`config.mk`:
```
export PLATFORM = sky130hd
export DESIGN_NAME = mhf_addr_filter
export DESIGN_NICKNAME = d
export VERILOG_FILES = /design/src/rtl/mhf_pkg.sv /design/src/rtl/mhf_cfg_regs.sv /design/src/rtl/mhf_crc_byte.sv /design/src/rtl/mhf_hash_lookup.sv /design/src/rtl/mhf_addr_filter.sv
export SDC_FILE = /design/constraint.sdc
export NUM_CORES = 1
export LEC_CHECK = 0
export ABC_CLOCK_PERIOD_IN_PS = 5500
export BUFFER_PORTS_ARGS = -buffer_cell sky130_fd_sc_hd__buf_4
export CAP_MARGIN = 20
export CORE_MARGIN = 3
export CORE_UTILIZATION = 52
export DETAILED_ROUTE_END_ITERATION = 6
export PLACE_DENSITY_LB_ADDON = 0.3
export SLEW_MARGIN = 5
export SYNTH_ARGS = -nofsm -noshare
export SYNTH_HDL_FRONTEND = slang
export SYNTH_SLANG_ARGS = --single-unit
```
`constraint.sdc`:
```
create_clock -name clk -period 5.5 [get_ports clk]
set_clock_uncertainty 0.2 [all_clocks]
set_input_delay 1.1 -clock clk [delete_from_list [all_inputs] [get_ports clk]]
set_output_delay 1.1 -clock clk [all_outputs]
set_load 0.03 [all_outputs]
```
`src/rtl/mhf_pkg.sv`:
```
package mhf_pkg;

    typedef enum logic [2:0] {
        CFG_TBL_LO  = 3'd0,
        CFG_TBL_HI  = 3'd1,
        CFG_STN_LO  = 3'd2,
        CFG_STN_HI  = 3'd3,
        CFG_FLAGS   = 3'd4
    } cfg_sel_e;

    localparam int FLAG_BCAST_BIT = 0;
    localparam int FLAG_PASS_BIT  = 1;

    localparam logic [31:0] CRC32_POLY = 32'h04C11DB7;

endpackage

```
`src/rtl/mhf_cfg_regs.sv`:
```
module mhf_cfg_regs #(
    parameter int REG_W    = 32,
    parameter int STN_HI_W = 16
) (
    input  logic                clk,
    input  logic                rst_n,
    input  logic                wr_en,
    input  logic [2:0]          wr_sel,
    input  logic [REG_W-1:0]    wr_data,
    output logic [REG_W-1:0]    tbl_lo,
    output logic [REG_W-1:0]    tbl_hi,
    output logic [REG_W-1:0]    stn_lo,
    output logic [STN_HI_W-1:0] stn_hi,
    output logic                bcast_en,
    output logic                pass_all
);
    import mhf_pkg::*;

    typedef struct packed {
        logic [REG_W-1:0]    tbl_lo;
        logic [REG_W-1:0]    tbl_hi;
        logic [REG_W-1:0]    stn_lo;
        logic [STN_HI_W-1:0] stn_hi;
        logic                bcast;
        logic                pass;
    } cfg_t;

    cfg_t cfg_d, cfg_q;

    always_comb begin
        cfg_d = cfg_q;
        if (wr_en) begin
            case (wr_sel)
                CFG_TBL_LO: cfg_d.tbl_lo = wr_data;
                CFG_TBL_HI: cfg_d.tbl_hi = wr_data;
                CFG_STN_LO: cfg_d.stn_lo = wr_data;
                CFG_STN_HI: cfg_d.stn_hi = wr_data[STN_HI_W-1:0];
                CFG_FLAGS: begin
                    cfg_d.bcast = wr_data[FLAG_BCAST_BIT];
                    cfg_d.pass  = wr_data[FLAG_PASS_BIT];
                end
                default: ;
            endcase
        end
    end

    always_ff @(posedge clk) begin
        if (!rst_n) cfg_q <= '0;
        else        cfg_q <= cfg_d;
    end

    assign tbl_lo   = cfg_q.tbl_lo;
    assign tbl_hi   = cfg_q.tbl_hi;
    assign stn_lo   = cfg_q.stn_lo;
    assign stn_hi   = cfg_q.stn_hi;
    assign bcast_en = cfg_q.bcast;
    assign pass_all = cfg_q.pass;

    // unused selector codes leave every register as it was
    assert_bad_sel_ignored_R1: assert property (@(posedge clk) disable iff (!rst_n)
        (wr_en && wr_sel > 3'd4) |=> $stable(cfg_q));

endmodule

```
`src/rtl/mhf_crc_byte.sv`:
```
module mhf_crc_byte #(
    parameter int               CRC_W  = 32,
    parameter logic [CRC_W-1:0] POLY   = mhf_pkg::CRC32_POLY,
    parameter int               DATA_W = 8
) (
    input  logic [CRC_W-1:0]  crc_in,
    input  logic [DATA_W-1:0] data,
    output logic [CRC_W-1:0]  crc_out
);
    logic [CRC_W-1:0] stage [DATA_W+1];

    assign stage[0] = crc_in;

    for (genvar j = 0; j < DATA_W; j++) begin : g_bit
        logic fb;
        assign fb = stage[j][CRC_W-1] ^ data[j];
        assign stage[j+1] = {stage[j][CRC_W-2:0], 1'b0} ^ (fb ? POLY : '0);
    end

    assign crc_out = stage[DATA_W];

endmodule

```
`src/rtl/mhf_hash_lookup.sv`:
```
module mhf_hash_lookup #(
    parameter int IDX_W = 6,
    parameter int REG_W = 32
) (
    input  logic [REG_W-1:0] tbl_lo,
    input  logic [REG_W-1:0] tbl_hi,
    input  logic [IDX_W-1:0] idx,
    output logic             hit
);
    localparam int TABLE_W = 2 * REG_W;

    logic [TABLE_W-1:0] table_bits;

    assign table_bits = {tbl_hi, tbl_lo};
    assign hit        = table_bits[idx];

endmodule

```
`src/rtl/mhf_addr_filter.sv`:
```
module mhf_addr_filter #(
    parameter int ADDR_BYTES = 6,
    parameter int REG_W      = 32,
    parameter int IDX_W      = 6
) (
    input  logic             clk,
    input  logic             rst_n,
    input  logic             cfg_wr_en,
    input  logic [2:0]       cfg_sel,
    input  logic [REG_W-1:0] cfg_wdata,
    input  logic             rx_valid,
    input  logic             rx_first,
    input  logic [7:0]       rx_byte,
    output logic             dec_valid,
    output logic             dec_accept,
    output logic [IDX_W-1:0] dec_hash_idx
);
    localparam int BYTE_W   = 8;
    localparam int ADDR_W   = ADDR_BYTES * BYTE_W;
    localparam int STN_HI_W = ADDR_W - REG_W;
    localparam int CRC_W    = 32;
    localparam int CNT_W    = $clog2(ADDR_BYTES);
    localparam logic [CNT_W-1:0] LAST_IDX = CNT_W'(ADDR_BYTES - 1);

    typedef struct packed {
        logic             busy;
        logic [CNT_W-1:0] cnt;
        logic [CRC_W-1:0] crc;
        logic             uc_eq;
        logic             all_ones;
        logic             grp;
        logic             dec_valid;
        logic             dec_accept;
        logic [IDX_W-1:0] dec_idx;
    } flt_t;

    flt_t flt_d, flt_q;

    logic [REG_W-1:0]    tbl_lo, tbl_hi, stn_lo;
    logic [STN_HI_W-1:0] stn_hi;
    logic                bcast_en, pass_all;

    mhf_cfg_regs #(.REG_W(REG_W), .STN_HI_W(STN_HI_W)) u_cfg (
        .clk      (clk),
        .rst_n    (rst_n),
        .wr_en    (cfg_wr_en),
        .wr_sel   (cfg_sel),
        .wr_data  (cfg_wdata),
        .tbl_lo   (tbl_lo),
        .tbl_hi   (tbl_hi),
        .stn_lo   (stn_lo),
        .stn_hi   (stn_hi),
        .bcast_en (bcast_en),
        .pass_all (pass_all)
    );

    // station address split into arrival-order bytes
    logic [ADDR_W-1:0] stn_vec;
    logic [BYTE_W-1:0] stn_byte [ADDR_BYTES];

    assign stn_vec = {stn_hi, stn_lo};
    for (genvar i = 0; i < ADDR_BYTES; i++) begin : g_stn
        assign stn_byte[i] = stn_vec[i*BYTE_W +: BYTE_W];
    end

    logic             take, take_first;
    logic [CRC_W-1:0] crc_base, crc_nx;
    logic [IDX_W-1:0] idx_nx;
    logic             hit_nx;

    assign take_first = rx_valid && rx_first;
    assign take       = rx_valid && (rx_first || flt_q.busy);
    assign crc_base   = take_first ? '1 : flt_q.crc;

    mhf_crc_byte #(.CRC_W(CRC_W), .POLY(mhf_pkg::CRC32_POLY), .DATA_W(BYTE_W)) u_crc (
        .crc_in  (crc_base),
        .data    (rx_byte),
        .crc_out (crc_nx)
    );

    assign idx_nx = crc_nx[CRC_W-1 -: IDX_W];

    mhf_hash_lookup #(.IDX_W(IDX_W), .REG_W(REG_W)) u_lookup (
        .tbl_lo (tbl_lo),
        .tbl_hi (tbl_hi),
        .idx    (idx_nx),
        .hit    (hit_nx)
    );

    logic [CNT_W-1:0] cnt_cur;
    logic             uc_cur, ones_cur, grp_cur;

    always_comb begin
        flt_d           = flt_q;
        flt_d.dec_valid = 1'b0;

        cnt_cur  = take_first ? '0 : flt_q.cnt;
        uc_cur   = (take_first ? 1'b1 : flt_q.uc_eq) && (rx_byte == stn_byte[cnt_cur]);
        ones_cur = (take_first ? 1'b1 : flt_q.all_ones) && (rx_byte == '1);
        grp_cur  = take_first ? rx_byte[0] : flt_q.grp;

        if (take) begin
            flt_d.crc      = crc_nx;
            flt_d.uc_eq    = uc_cur;
            flt_d.all_ones = ones_cur;
            flt_d.grp      = grp_cur;
            if (cnt_cur == LAST_IDX) begin
                flt_d.busy      = 1'b0;
                flt_d.cnt       = '0;
                flt_d.dec_valid = 1'b1;
                flt_d.dec_idx   = idx_nx;
                if (pass_all)
                    flt_d.dec_accept = 1'b1;
                else if (ones_cur && bcast_en)
                    flt_d.dec_accept = 1'b1;
                else if (grp_cur)
                    flt_d.dec_accept = hit_nx;
                else
                    flt_d.dec_accept = uc_cur;
            end else begin
                flt_d.busy = 1'b1;
                flt_d.cnt  = cnt_cur + CNT_W'(1);
            end
        end
    end

    always_ff @(posedge clk) begin
        if (!rst_n) flt_q <= '0;
        else        flt_q <= flt_d;
    end

    assign dec_valid    = flt_q.dec_valid;
    assign dec_accept   = flt_q.dec_accept;
    assign dec_hash_idx = flt_q.dec_idx;

    // decision is a lone pulse and always follows a taken byte
    assert_single_pulse_R3: assert property (@(posedge clk) disable iff (!rst_n)
        flt_q.dec_valid |=> !flt_q.dec_valid);
    assert_after_byte_R3: assert property (@(posedge clk) disable iff (!rst_n)
        flt_q.dec_valid |-> $past(rx_valid));

    // byte position stays inside the address and rests at zero when idle
    assert_cnt_bound_R2: assert property (@(posedge clk) disable iff (!rst_n)
        (flt_q.cnt <= LAST_IDX) && (!flt_q.busy -> flt_q.cnt == '0));

    // pass-all in force at the final byte forces acceptance
    assert_pass_all_R9: assert property (@(posedge clk) disable iff (!rst_n)
        (flt_q.dec_valid && $past(pass_all)) |-> flt_q.dec_accept);

    // decision outputs hold between pulses
    assert_hold_R11: assert property (@(posedge clk) disable iff (!rst_n)
        !flt_q.dec_valid |-> ($stable(flt_q.dec_accept) && $stable(flt_q.dec_idx)));

endmodule

```
Word-level counts from Yosys, hierarchy flattened --
Cells that the tools add are included.
Storage, ports and cells: register bits 161, input port bits 48, output and inout port bits 8, logic and storage cells 79
Operators by class: $add $sub $neg 1, magnitude comparators 2, equal/unequal tests 7, multiplexer cells 23, bitwise operators 17, reduce and logical (&&, ||, !) cells 14
Operator list (number):
- XOR 32 bit | 8
- 2-to-1 mux 27 bit | 8
- 2-to-1 mux 32 bit | 1
- binary-select mux 8 bit (select 3 bit) | 1
- 2-to-1 mux 8 bit | 3
- AND reduction 2 bit | 7
- equality test 8 bit | 1
- equality test 8 bit, second input constant | 1
- XOR 1 bit | 8
- less-than comparator 6 x 7 -> 1 bit, second input constant | 1
- 2-to-1 mux 1 bit | 7
- binary-select mux 1 bit (select 6 bit) | 1
- equality test 3 x 2 -> 1 bit, second input constant | 2
- equality test 3 bit, second input constant | 2
- logical AND 1 bit | 5
- greater-or-equal comparator 4 bit, second input constant | 1
- 2-to-1 mux 4 bit | 1
- inverter 3 -> 4 bit | 1
- adder 3 x 1 -> 3 bit, second input constant | 1
- equality test 3 x 1 -> 1 bit, second input constant | 1
- logical NOT 3 bit | 1
- 2-to-1 mux 3 bit | 1
- logical OR 1 bit | 1

Logic depth before layout (Yosys ltp) --
depth in word-level cells 32, depth in mapped cells 12, gate-level depth less buffers 9

Cells and area by module --
From an unflattened synthesis, not the netlist that was laid out.
Second synthesis, totals: cells, all modules 887, area, all modules 8365.5 µm²
By module, submodules not included:
- mhf_cfg_regs | instances 1, cells an instance 408, area an instance 4206.5 µm², sequential area each 2282.2 µm²
- mhf_addr_filter | instances 1, cells an instance 351, area an instance 2627.5 µm², sequential area each 940.9 µm²
- mhf_crc_byte | instances 1, cells an instance 66, area an instance 930.9 µm², sequential area each 0.0 µm²
- mhf_hash_lookup | instances 1, cells an instance 62, area an instance 600.6 µm², sequential area each 0.0 µm²

Worst setup path before layout --
No wires, ideal clock.
kind input-to-reg, start point input port rx_valid, end point register flt_q, in the netlist dec_accept, setup time 0.129 ns, data arrival time 3.469 ns, required time 5.171 ns, slack 1.702 ns, stages on the path 11, path buffers 2, cell sequence buf_4 > and2_4 > nor2_2 > xnor2_4 > xnor3_2 > buf_6 > mux4_2 > a22oi_1 > o21ai_1 > a2111oi_1 > o31ai_1
Between the ends: cells in the longest elaborated chain, start to end 19, elaborated cells between the ends (all ways) 46, those cells by class 2 x eq/ne; 21 x mux; 17 x bitwise; 6 x reduce/logical
Ends and longest elaborated chain:
- start, declared | RTL line mhf_addr_filter.sv:11 | input logic rx_valid,
- logical AND 1 bit | RTL line mhf_addr_filter.sv:71 | assign take_first = rx_valid && rx_first;
- 2-to-1 mux 32 bit | RTL line mhf_addr_filter.sv:73 | assign crc_base = take_first ? '1 : flt_q.crc;
- XOR 32 bit / XOR 1 bit (equally long branches) | RTL line mhf_crc_byte.sv:17, mhf_crc_byte.sv:16
- XOR 1 bit / 2-to-1 mux 27 bit (equally long branches) | RTL line mhf_crc_byte.sv:16, mhf_crc_byte.sv:17
- 2-to-1 mux 27 bit / XOR 32 bit (equally long branches) | RTL line mhf_crc_byte.sv:17 | assign stage[j+1] = {stage[j][CRC_W-2:0], 1'b0} ^ (fb ? POLY : '0);
- XOR 32 bit (5 in a row) | RTL line mhf_crc_byte.sv:17
- XOR 32 bit / XOR 1 bit (equally long branches) | RTL line mhf_crc_byte.sv:17, mhf_crc_byte.sv:16
- XOR 1 bit / 2-to-1 mux 27 bit (equally long branches) | RTL line mhf_crc_byte.sv:16, mhf_crc_byte.sv:17
- 2-to-1 mux 27 bit / XOR 32 bit (equally long branches) | RTL line mhf_crc_byte.sv:17
- XOR 32 bit | RTL line mhf_crc_byte.sv:17
- binary-select mux 1 bit (select 6 bit) | RTL line mhf_hash_lookup.sv:15 | assign hit = table_bits[idx];
- 2-to-1 mux 1 bit (not written as such) | RTL line mhf_hash_lookup.sv:15
- 2-to-1 mux 1 bit | RTL line mhf_addr_filter.sv:116 | else if (grp_cur)
- 2-to-1 mux 1 bit | RTL line mhf_addr_filter.sv:114 | else if (ones_cur && bcast_en)
- 2-to-1 mux 1 bit | RTL line mhf_addr_filter.sv:112 | if (pass_all)
- end signal, assigned | RTL line mhf_addr_filter.sv:129 | else flt_q <= flt_d;
- end, declared | RTL line mhf_addr_filter.sv:37 | flt_t flt_d, flt_q;
Several ways; a longest one is shown, not always the timed one. The select of a mux whose other input is x is not followed. A chain may end at the register's enable or synchronous reset.

Final worst setup path --
Ends and elaborated chain as after synthesis.

==> summary by stage <==
CTS
The number of buffers inserted by post-CTS setup repair is 0. Clock-pin slew was measured on the worst setup and hold paths at ~70 ps. In this run, post-CTS hold repair placed 0 buffers. In this run, CTS created clock tree buffers numbering 17. The CTS sink count is between 150 and 200. The clock reaches the later pin of the worst-skew pair after around 430 ps. Clock tree synthesis selected as its root buffer the cell clkbuf_16. The maximum buffer depth of the clock tree is 2. Once the clock tree was built, the resizer swapped 0 gates to a different size.

TritonCTS built the clock tree. The clock tree synthesis step divided the H-tree into 4 levels.

Final layout
The number of antenna diodes in the final layout is 0. Leaving out fill and tap cells, the most frequent cells in the layout are nand2_1 (289), dfxtp_1 (161), a21boi_0 (118), buf_4 (68), xnor2_1 (53). The share of cells above drive strength 1 is approximately 13%. The commonest non-fill, non-tap cell in the layout is nand2_1. The area growth from synthesis to layout is 12.4%. The number of nets in the layout is ~1100.

Timing
The summed negative setup slack over all endpoints is 0 ps. Setup repair after global routing left no endpoint under its margin. The worst-case headroom to the max-slew limit is between 40% and 50%. The number of hold violations in the final report is 0.

The slew at the pin closest to its max-slew limit is 817 ps. The final count of pins violating max slew is 0. The worst path needs about 4200 ps of the cycle, external delays included.

The share of the cycle needed by the critical path after routing is roughly 76%. Setup violations remaining at the end of the flow were counted as 0. The maximum clock frequency is around 240 MHz.

Floorplan
The area inside the core boundary is roughly 15000 sq um. between 50 and 60 I/O pins were placed. The count of standard-cell rows is 45. The die is about 130 microns tall. The floorplan die width is 133 microns. Once the floorplan was initialized, standard cells occupied a little over half of the core. The area of the die is between 15000 and 20000 sq um.

Flow run
The total of max-cap violations is 0.

Setup path
For the worst setup path, the data arrival time is approximately 4300 ps. The element type at the critical path end is a register. The category of the critical setup timing path is in -> reg. Of all nets on the critical path, the largest fanout is 39.

The setup check on the worst reg-to-reg path leaves a slack of between 1500 and 2000 ps. STA classifies the critical path startpoint as an input pin. STA puts the critical path data required time at 5610 ps.

GRT
The number of antenna violations at the first check in global routing is 0. Entering global routing, the biggest net connects 89 pins. The number of global-route vias before repair is 6625. In the global route stage, overall resource usage came out at approximately a quarter. The wire length of the first global-routing pass is approximately 35000 microns. The aggregate global routing overflow is 0.

Placement
The sum of net half-perimeters after detailed placement is ~15000 microns. The count of port buffers added during placement is 55. Routability-driven placement finished with a final weighted congestion of between 0.8 and 0.9.

Power and ir drop
Overall power consumption after layout is estimated at between 3 and 4 mW. The maximum vdd ir drop is 0.269 mV. The cell leakage power is between 3 and 4 nW.

Power spread over the standard cell area amounts to between 300 and 400 nW/um^2.

Synthesis
A synthesized cell averages between 8 and 9 sq um. For this run, asynchronously set or reset flops after synthesis account for 0%. Counting every instance in the synthesized netlist gives approximately 1000. Counting flops with a built-in enable in the synthesized netlist gives 0. Synthesis produced a netlist with a net count of 1049. After synthesis the netlist holds a flip-flop and latch count of 161. After synthesis, the netlist uses 66 different library cells. In this run the cell area of the synthesized design comes to ~8300 sq um. Among all flip-flop cells after synthesis, the most frequent one is dfxtp_1. Yosys printed 0 warnings. The part of the Yosys area used for sequential elements is approximately two fifths.

Outcome
The flow ran to the end, and the final reports show no timing, DRC or antenna violations.

Detailed routing
The wire length on met3 is about 1200 microns. In the final routing, the length of wire on met1 measures 10200 microns. The first routing iteration left 581 violations. Routed signal wires occupy layers up through met4. The first-pass iteration count of the detailed router is 5. The mean number of vias per cell is roughly 5.5. The final layout contains routed wiring with a total length of 21400 microns. The total length of routed met2 wires is ~10000 microns. The total number of vias is approximately 6800. In the routed design, unresolved DRC markers number 0. The residual antenna-violating net count after detailed routing is 0. The routed wire length per instance is between 15 and 20 microns.

Hold path
The worst hold path belongs to the class reg -> reg.
## layout make-up
class | count | area, sq um
sequential | 161 | 3220
timing repair buffer | 70 | 566
clock inverter | 12 | 98.8
multi-input combinational | 757 | 4760
tap | 211 | 264
fill | 1391 | 6040
clock buffer | 20 | 457
inverter | 4 | 15.0
## final timing paths
| check | from | to | cells after the start |
|---|---|---|---|
| min reg2reg | u_cfg.tbl_hi[19] | u_cfg.tbl_hi[19] | 2 |
| min | u_cfg.tbl_hi[19] | u_cfg.tbl_hi[19] | 2 |
| max reg2reg | flt_q[43] | dec_accept | 9 |
| max | rx_valid | dec_accept | 10 |
## logic make-up (layout without fill, tap and decap cells)
group           after synthesis  after routing  share of synthesized area (%)
buf+inv                      83            106                           4.45
compound gates              224            224                           19.7
xor+xnor                     89             89                           10.5
simple gates                397            397                           20.1
mux                          47             47                           6.67
flops                       161            161                           38.6
## flip-flops by register name, indices dropped and copies added (netlist names), 6 cells and up
signal and count:
u_cfg.stn_lo 32, u_cfg.stn_hi 16, u_cfg.tbl_hi 32, dec_hash_idx 6, flt_q 39, u_cfg.tbl_lo 32
## layer usage
metal / GRT usage [%] / vias up
li1: - / 3367
met1: 34.6 / 3249
met2: 38.2 / 208
met3: 5.29 / 21
met4: 5.72 / 0
met5: 0 / -
## cell usage after synthesis (5+ instances only)
cell / instances / area share (%)
mux2_2: 16 / 2.2
o211a_1: 17 / 2.0
mux2i_1: 26 / 3.1
o22ai_1: 6 / 0.45
nand3_1: 5 / 0.30
xnor2_1: 53 / 5.6
buf_2: 6 / 0.36
a21boi_0: 118 / 11
xor2_1: 28 / 2.9
nor2_1: 39 / 1.8
nor2b_1: 12 / 0.90
nand2_1: 289 / 13
o21ai_0: 23 / 1.4
and2_1: 21 / 1.6
and3_1: 7 / 0.52
a21o_1: 9 / 0.81
buf_4: 10 / 0.90
a21oi_1: 18 / 1.1
clkbuf_1: 58 / 2.6
dfxtp_1: 161 / 39
## worst max-delay path, stage by stage
cell and delay (ps):
buf_4 210, and2_4 460, nor2_2 140, xnor2_4 350, xnor3_2 750, mux4_1 410, a22oi_1 180, o21ai_1 90
a2111oi_1 430, o31ai_1 120
## power breakdown
part / leakage (nW) / switching, mW / internal, mW
Sequential: 1.31 / 0.0522 / 1.23
Clock: 0.267 / 0.510 / 0.611
Combinational: 1.94 / 0.601 / 0.499
Total: 3.52 / 1.16 / 2.34
## stage by stage
stage	hold slack (ps)	area, sq um	setup WS, ps	instances	util, %
after floorplan	239	8350	1700	1001	-
after global placement	249	8770	1070	1201	56.9
after detailed placement	254	8770	982	1201	56.9
after CTS	263	9330	1410	1233	60.5
after global routing	281	9380	1140	1235	60.8
final	260	9380	1340	1235	60.8
Power figures use the tool's default switching activity.
